--- config.mk ---
export PLATFORM = sky130hd
export DESIGN_NAME = sensor_error_gen
export DESIGN_NICKNAME = d
export VERILOG_FILES = /design/src/rtl/sensor_err_pkg.sv /design/src/rtl/sensor_err_calc.sv /design/src/rtl/sensor_err_avg.sv /design/src/rtl/sensor_err_window.sv /design/src/rtl/sensor_error_gen.sv
export SDC_FILE = /design/constraint.sdc
export NUM_CORES = 1
export LEC_CHECK = 0
export BUFFER_PORTS_ARGS = -buffer_cell sky130_fd_sc_hd__buf_2
export CORE_ASPECT_RATIO = 0.6
export CORE_MARGIN = 1
export CORE_UTILIZATION = 60
export CTS_BUF_LIST = sky130_fd_sc_hd__clkbuf_4
export CTS_CLUSTER_DIAMETER = 200
export DETAILED_ROUTE_END_ITERATION = 8
export PLACE_DENSITY = 0.83
export REMOVE_ABC_BUFFERS = 1
export SYNTH_ARGS = -nofsm -noshare
export SYNTH_HDL_FRONTEND = slang
export SYNTH_HIERARCHICAL = 1
export SYNTH_SLANG_ARGS = --single-unit
--- constraint.sdc ---
create_clock -name clk -period 14.9 [get_ports clk]
set_input_delay 2.98 -clock clk [delete_from_list [all_inputs] [get_ports clk]]
set_output_delay 2.98 -clock clk [all_outputs]
set_load 0.02 [all_outputs]
--- src/rtl/sensor_err_pkg.sv ---
// Shared widths and the reciprocal record used by the error generator.
package sensor_err_pkg;
    localparam int SCALE_W = 8;
    localparam int GAIN_W  = 4;

    typedef struct packed {
        logic [SCALE_W-1:0] scale;
        logic [GAIN_W-1:0]  gain;
    } recip_t;
endpackage

--- src/rtl/sensor_err_calc.sv ---
// Forms the saturated signed error of one reading against a reciprocal.
// Assumes the reference level REF_ONE represents 100 % after the shift.
module sensor_err_calc
    import sensor_err_pkg::*;
#(
    parameter int SAMPLE_W = 16,
    parameter int ERR_W    = 8,
    parameter int REF_ONE  = 256
) (
    input  logic [SAMPLE_W-1:0]     sample,
    input  recip_t                  recip,
    output logic signed [ERR_W-1:0] err
);
    localparam int PROD_W = SAMPLE_W + SCALE_W;
    localparam int DIFF_W = PROD_W + 2;
    localparam logic signed [DIFF_W-1:0] ERR_MAX = DIFF_W'((1 << (ERR_W - 1)) - 1);
    localparam logic signed [DIFF_W-1:0] ERR_MIN = -DIFF_W'(1 << (ERR_W - 1));
    localparam logic signed [DIFF_W-1:0] REF_V   = DIFF_W'(REF_ONE);

    logic [PROD_W-1:0]        prod_full;
    logic [PROD_W-1:0]        prod_shift;
    logic signed [DIFF_W-1:0] diff;

    // Scale, shift by gain, subtract the reference and clamp.
    always_comb begin
        prod_full  = PROD_W'(sample) * PROD_W'(recip.scale);
        prod_shift = prod_full >> recip.gain;
        diff       = $signed({2'b00, prod_shift}) - REF_V;
        if (diff > ERR_MAX)
            err = ERR_MAX[ERR_W-1:0];
        else if (diff < ERR_MIN)
            err = ERR_MIN[ERR_W-1:0];
        else
            err = diff[ERR_W-1:0];
    end
endmodule

--- src/rtl/sensor_err_avg.sv ---
// Computes the next value of the exponential moving average of the error.
// Assumes the caller seeds the average separately on the first reading.
module sensor_err_avg #(
    parameter int ERR_W    = 8,
    parameter int WEIGHT_W = 3
) (
    input  logic signed [ERR_W-1:0] err_in,
    input  logic signed [ERR_W-1:0] avg_in,
    input  logic [WEIGHT_W-1:0]     weight,
    output logic signed [ERR_W-1:0] avg_next
);
    logic signed [ERR_W:0] delta;
    logic signed [ERR_W:0] step;
    logic signed [ERR_W:0] sum;

    // Move the average toward the error by a shifted fraction of the gap.
    always_comb begin
        delta    = {err_in[ERR_W-1], err_in} - {avg_in[ERR_W-1], avg_in};
        step     = delta >>> weight;
        sum      = {avg_in[ERR_W-1], avg_in} + step;
        avg_next = sum[ERR_W-1:0];
    end
endmodule

--- src/rtl/sensor_err_window.sv ---
// Flags an error lying outside an inclusive signed limit window.
// Assumes both limits are two's complement; lo above hi flags everything.
module sensor_err_window #(
    parameter int ERR_W = 8
) (
    input  logic signed [ERR_W-1:0] err,
    input  logic signed [ERR_W-1:0] lim_hi,
    input  logic signed [ERR_W-1:0] lim_lo,
    output logic                    outside
);
    // Signed comparison against both edges of the window.
    always_comb begin
        outside = (err > lim_hi) || (err < lim_lo);
    end
endmodule

--- src/rtl/sensor_error_gen.sv ---
// Top of the sensor error generator: selects the reciprocal for the
// reading's polarity, registers error, average, flags and bounds pulse.
// Assumes sample_valid is a single-cycle strobe per reading.
module sensor_error_gen
    import sensor_err_pkg::*;
#(
    parameter int SAMPLE_W = 16,
    parameter int ERR_W    = 8,
    parameter int WEIGHT_W = 3,
    parameter int REF_ONE  = 256
) (
    input  logic                clk,
    input  logic                rst_n,
    input  logic                gen_enable,
    input  logic                sample_valid,
    input  logic [SAMPLE_W-1:0] sample,
    input  logic                pol_sel,
    input  logic [SCALE_W-1:0]  n_scale,
    input  logic [GAIN_W-1:0]   n_gain,
    input  logic [SCALE_W-1:0]  p_scale,
    input  logic [GAIN_W-1:0]   p_gain,
    input  logic [WEIGHT_W-1:0] avg_weight,
    input  logic [ERR_W-1:0]    err_hi_limit,
    input  logic [ERR_W-1:0]    err_lo_limit,
    output logic [ERR_W-1:0]    err_out,
    output logic [ERR_W-1:0]    avg_err_out,
    output logic                err_valid,
    output logic                avg_valid,
    output logic                bounds_pulse
);
    localparam int NUM_POL = 2;

    recip_t                  pair_tab [NUM_POL];
    recip_t                  recip_sel;
    logic signed [ERR_W-1:0] err_c;
    logic signed [ERR_W-1:0] avg_c;
    logic                    outside_c;
    logic signed [ERR_W-1:0] err_q;
    logic signed [ERR_W-1:0] avg_q;
    logic                    take;

    // Gather the per-polarity reciprocal pairs into a table.
    always_comb begin
        pair_tab[0] = '{scale: n_scale, gain: n_gain};
        pair_tab[1] = '{scale: p_scale, gain: p_gain};
    end

    // Pick the pair belonging to the current reading.
    always_comb begin
        recip_sel = pair_tab[pol_sel];
        take      = gen_enable && sample_valid;
    end

    sensor_err_calc #(
        .SAMPLE_W(SAMPLE_W),
        .ERR_W   (ERR_W),
        .REF_ONE (REF_ONE)
    ) u_calc (
        .sample(sample),
        .recip (recip_sel),
        .err   (err_c)
    );

    sensor_err_avg #(
        .ERR_W   (ERR_W),
        .WEIGHT_W(WEIGHT_W)
    ) u_avg (
        .err_in  (err_c),
        .avg_in  (avg_q),
        .weight  (avg_weight),
        .avg_next(avg_c)
    );

    sensor_err_window #(
        .ERR_W(ERR_W)
    ) u_win (
        .err    (err_c),
        .lim_hi ($signed(err_hi_limit)),
        .lim_lo ($signed(err_lo_limit)),
        .outside(outside_c)
    );

    // Result registers: cleared by reset or disable, loaded per reading.
    always_ff @(posedge clk) begin
        if (!rst_n || !gen_enable) begin
            err_q        <= '0;
            avg_q        <= '0;
            err_valid    <= 1'b0;
            avg_valid    <= 1'b0;
            bounds_pulse <= 1'b0;
        end else if (take) begin
            err_q        <= err_c;
            avg_q        <= err_valid ? avg_c : err_c;
            err_valid    <= 1'b1;
            avg_valid    <= err_valid;
            bounds_pulse <= outside_c;
        end else begin
            bounds_pulse <= 1'b0;
        end
    end

    // Drive the ports from the result registers.
    always_comb begin
        err_out     = err_q;
        avg_err_out = avg_q;
    end
endmodule

==> results.sh <==
export IMPL_status="complete, no violations"
export IMPL_power_density_mw_per_mm2=219
export IMPL_clk_latency_ps=330
export IMPL_clkSinkCount=19
export IMPL_clkTransAtPathRegs_ps=120
export IMPL_cp_max_fo=16
export IMPL_grtUsageTotal_pct=32.4
export IMPL_fp_coreArea_mm2=0.0140
export IMPL_crit_slowest_cell="fa_1"
export IMPL_yosysUniqueCellTypes=105
export IMPL_synthFlopType="dfxtp_1"
export IMPL_comb_power_share_pct=95.7
export IMPL_io_buffers=82
export IMPL_antenna_found_initial=0
export IMPL_seq_area_frac_synth_pct=4.30
export IMPL_worstPathRequired_ps=15140
export IMPL_finalCritPeriodShare_pct=95.9
export IMPL_fmax_ghz=0.0700
export IMPL_dp_cells=1340
export IMPL_start_util_pct=63.1
export IMPL_multiInputGateArea_mm2=0.00766
export IMPL_path_common_cell="fa_1"
export IMPL_met1_length_um=12000
export IMPL_p_sw_share_pct=60.9
export IMPL_yosys_warnings=6
export IMPL_grt_pass1_vias=7727
export IMPL_rows=33
export IMPL_drc=0
export IMPL_finalSetupTns_ps=0
export IMPL_p_clk_share_pct=1.5
export IMPL_wl_um=24600
export IMPL_cap_violations=0
export IMPL_drt_iter0_drc=1125
export IMPL_crit_type="in -> reg"
export IMPL_post_cts_buffers=0
export IMPL_overflow=0
export IMPL_setup_viol=0
export IMPL_die_y_um=96.1
export IMPL_ant_nets=0
export IMPL_highest_layer="met4"
export IMPL_dpl_cell_area_mm2=0.00921
export IMPL_irDropWorstVdd_mv=0.134
export IMPL_final_nets=1379
export IMPL_finalWorstSetupSlack_ps=605
export IMPL_drive_above_1_share_pct=15.1
export IMPL_setup_worst_path_start_class="primary input"
export IMPL_fin_worst_skew_ps=2.43
export IMPL_io_pins=83
export IMPL_relSlewSlack_pct=50.4
export IMPL_p_int_w=0.000798
export IMPL_final_cells=1346
export IMPL_pre_cts_ws_ps=39.4
export IMPL_area_growth_pct=5.14
export IMPL_synth_async_reset_ratio_pct=0
export IMPL_grt_pass1_wl_um=40000
export IMPL_fin_crit_ps=14290
export IMPL_cts_tree="built"
export IMPL_wl_met2_um=9270
export IMPL_cts_htree_levels=1
export IMPL_power_switching_w=0.00124
export IMPL_drt_pass1_iter_count=6
export IMPL_grt_max_degree=37
export IMPL_numCtsBuffers=3
export IMPL_ys_ff_latch=19
export IMPL_syn_area_mm2=0.00885
export IMPL_cp_top_family="compound AO/OA/AOI/OAI gates"
export IMPL_cts_root_buffer="clkbuf_4"
export IMPL_routed_wl_met3_um=3170
export IMPL_die_x_um=159
export IMPL_seqPwrFrac_pct=2.8
export IMPL_cp_arrival_ps=14530
export IMPL_nFillCells=1186
export IMPL_finalHoldViolations=0
export IMPL_cp_slowest_stage_delay_ps=550
export IMPL_final_area_mm2=0.00931
export IMPL_wl_per_cell_um=18.3
export IMPL_synth_cells=1108
export IMPL_syn_avg_cell_area_um2=7.99
export IMPL_vias=8678
export IMPL_place_congestion=1.07
export IMPL_hpwl_um=20000
export IMPL_cp_num_buf_inv=3
export IMPL_seq_area_um2=380
export IMPL_ctsLongestPathBuffers=2
export IMPL_critPathCaptureType="flip-flop"
export IMPL_viasPerCell=6.45
export IMPL_min_path_type="reg -> reg"
export IMPL_die_area_mm2=0.0153
export IMPL_tightest_slew_ps=740
export IMPL_synth_edf_count=0
export IMPL_leakage_nw=4.34
export IMPL_slew_viol_final=0
stage by stage:
step,hold slack (ps),total power (W),util [%]
2_1_floorplan,583,0.00148,-
3_3_place_gp,472,0.00188,65.6
3_5_place_dp,478,0.00189,65.6
4_1_cts,510,0.00193,65.8
5_1_grt,542,0.00220,66.3
6_report,505,0.00204,66.3
kinds of logic (layout without fill, tap and decap cells):
family          after synthesis  count (layout)  share of synthesized area, %
xor+xnor                     31              31                          3.24
simple gates                396             396                          22.9
compound gates              255             255                          22.3
flops                        19              19                          4.30
other cells                   0               2                             0
mux                          58              58                          7.24
fa+ha+maj                   162             162                          30.2
buf+inv                     187             231                          9.87
worst register-to-register path, delay by kind of cell (launching register included):
kind	cells	cell delay, ps
AND/OR/NAND/NOR	4	1070
AO/OA/AOI/OAI	6	1250
adder cells (fa/ha/maj)	3	950
flip-flops	1	410
multiplexers	1	90
XOR/XNOR	2	310
synth_stat cells, drive strengths merged, types with 10 or more instances:
cell type	instances	area (µm²)
mux2	18	203
nor3	22	115
clkbuf	29	189
a211oi	23	178
nor2	89	337
a21oi	47	269
and2	90	564
inv	135	507
fa	86	1720
nand2	108	408
buf	20	153
a21o	18	140
o21ai	30	150
mux2i	37	370
dfxtp	19	380
xnor2	23	216
ha	76	951
nand3	21	105
o22ai	11	68.8
a31oi	16	106
nand4	10	68.8
cell usage in the layout (no fill, tap or decap), drive strengths merged, types with 7 or more instances in the layout:
cell    instances
inv           135
nand2         108
buf            91
and2           90
nor2           89
fa             86
ha             76
a21oi          47
mux2i          37
o21ai          30
a211oi         23
xnor2          23
nor3           22
nand3          21
dfxtp          19
mux2           18
a21o           18
a31oi          16
o22ai          11
nand4          10
o211ai          9
nand2b          9
o221ai          9
xor2            8
nor2b           8
o31ai           8
nor4            7
what timing repair did:
| item | in CTS | in global routing |
|---|---|---|
| gates resized for setup | 0 | 11 |
| hold buffers | 0 | 0 |
| endpoints found under the setup margin | 0 | 4 |
layout make-up:
type,instances,share of cell area [%]
Multi-Input combinational cell,902,82.3
Inverter,136,5.48
Timing Repair Buffer,91,5.14
Sequential cell,19,4.09
Tap cell,192,2.58
Clock buffer,3,0.242
Clock inverter,1,0.0807
Antenna cell,2,0.0538
metal layers:
| layer | up-vias | track usage, % |
|---|---|---|
| met4 | 0 | 2.59 |
| met5 | - | 0 |
| met1 | 4145 | 52.8 |
| li1 | 3981 | - |
| met2 | 536 | 43.5 |
| met3 | 16 | 6.55 |
power groups by stage:
stage          logic, W  clock network, W  registers [W]
6_report        0.00195         0.0000299      0.0000576
5_1_grt         0.00211         0.0000325      0.0000580
4_1_cts         0.00184         0.0000307      0.0000576
3_5_place_dp    0.00183                 0      0.0000587
3_3_place_gp    0.00182                 0      0.0000587
2_1_floorplan   0.00142                 0      0.0000614
worst paths after layout:
check / from / to / slack (ps) / depth (start not counted)
worst min register to register: err_out[5]$_SDFFE_PP0P_ / err_out[5]$_SDFFE_PP0P_ / 510 / 2
worst max register to register: avg_err_out[0]$_SDFFE_PP0P_ / avg_err_out[7]$_SDFFE_PP0P_ / 10730 / 16
worst min-delay path: err_out[5]$_SDFFE_PP0P_ / err_out[5]$_SDFFE_PP0P_ / 510 / 2
worst max-delay path: pol_sel / avg_err_out[6]$_SDFFE_PP0P_ / 610 / 42
registers in the layout, summed over array words and instances (netlist names):
| register | flops |
|---|---|
| err_out | 8 |
| bounds_pulse | 1 |
| avg_valid | 1 |
| avg_err_out | 8 |
| err_valid | 1 |
Power figures use the tool's default switching activity.
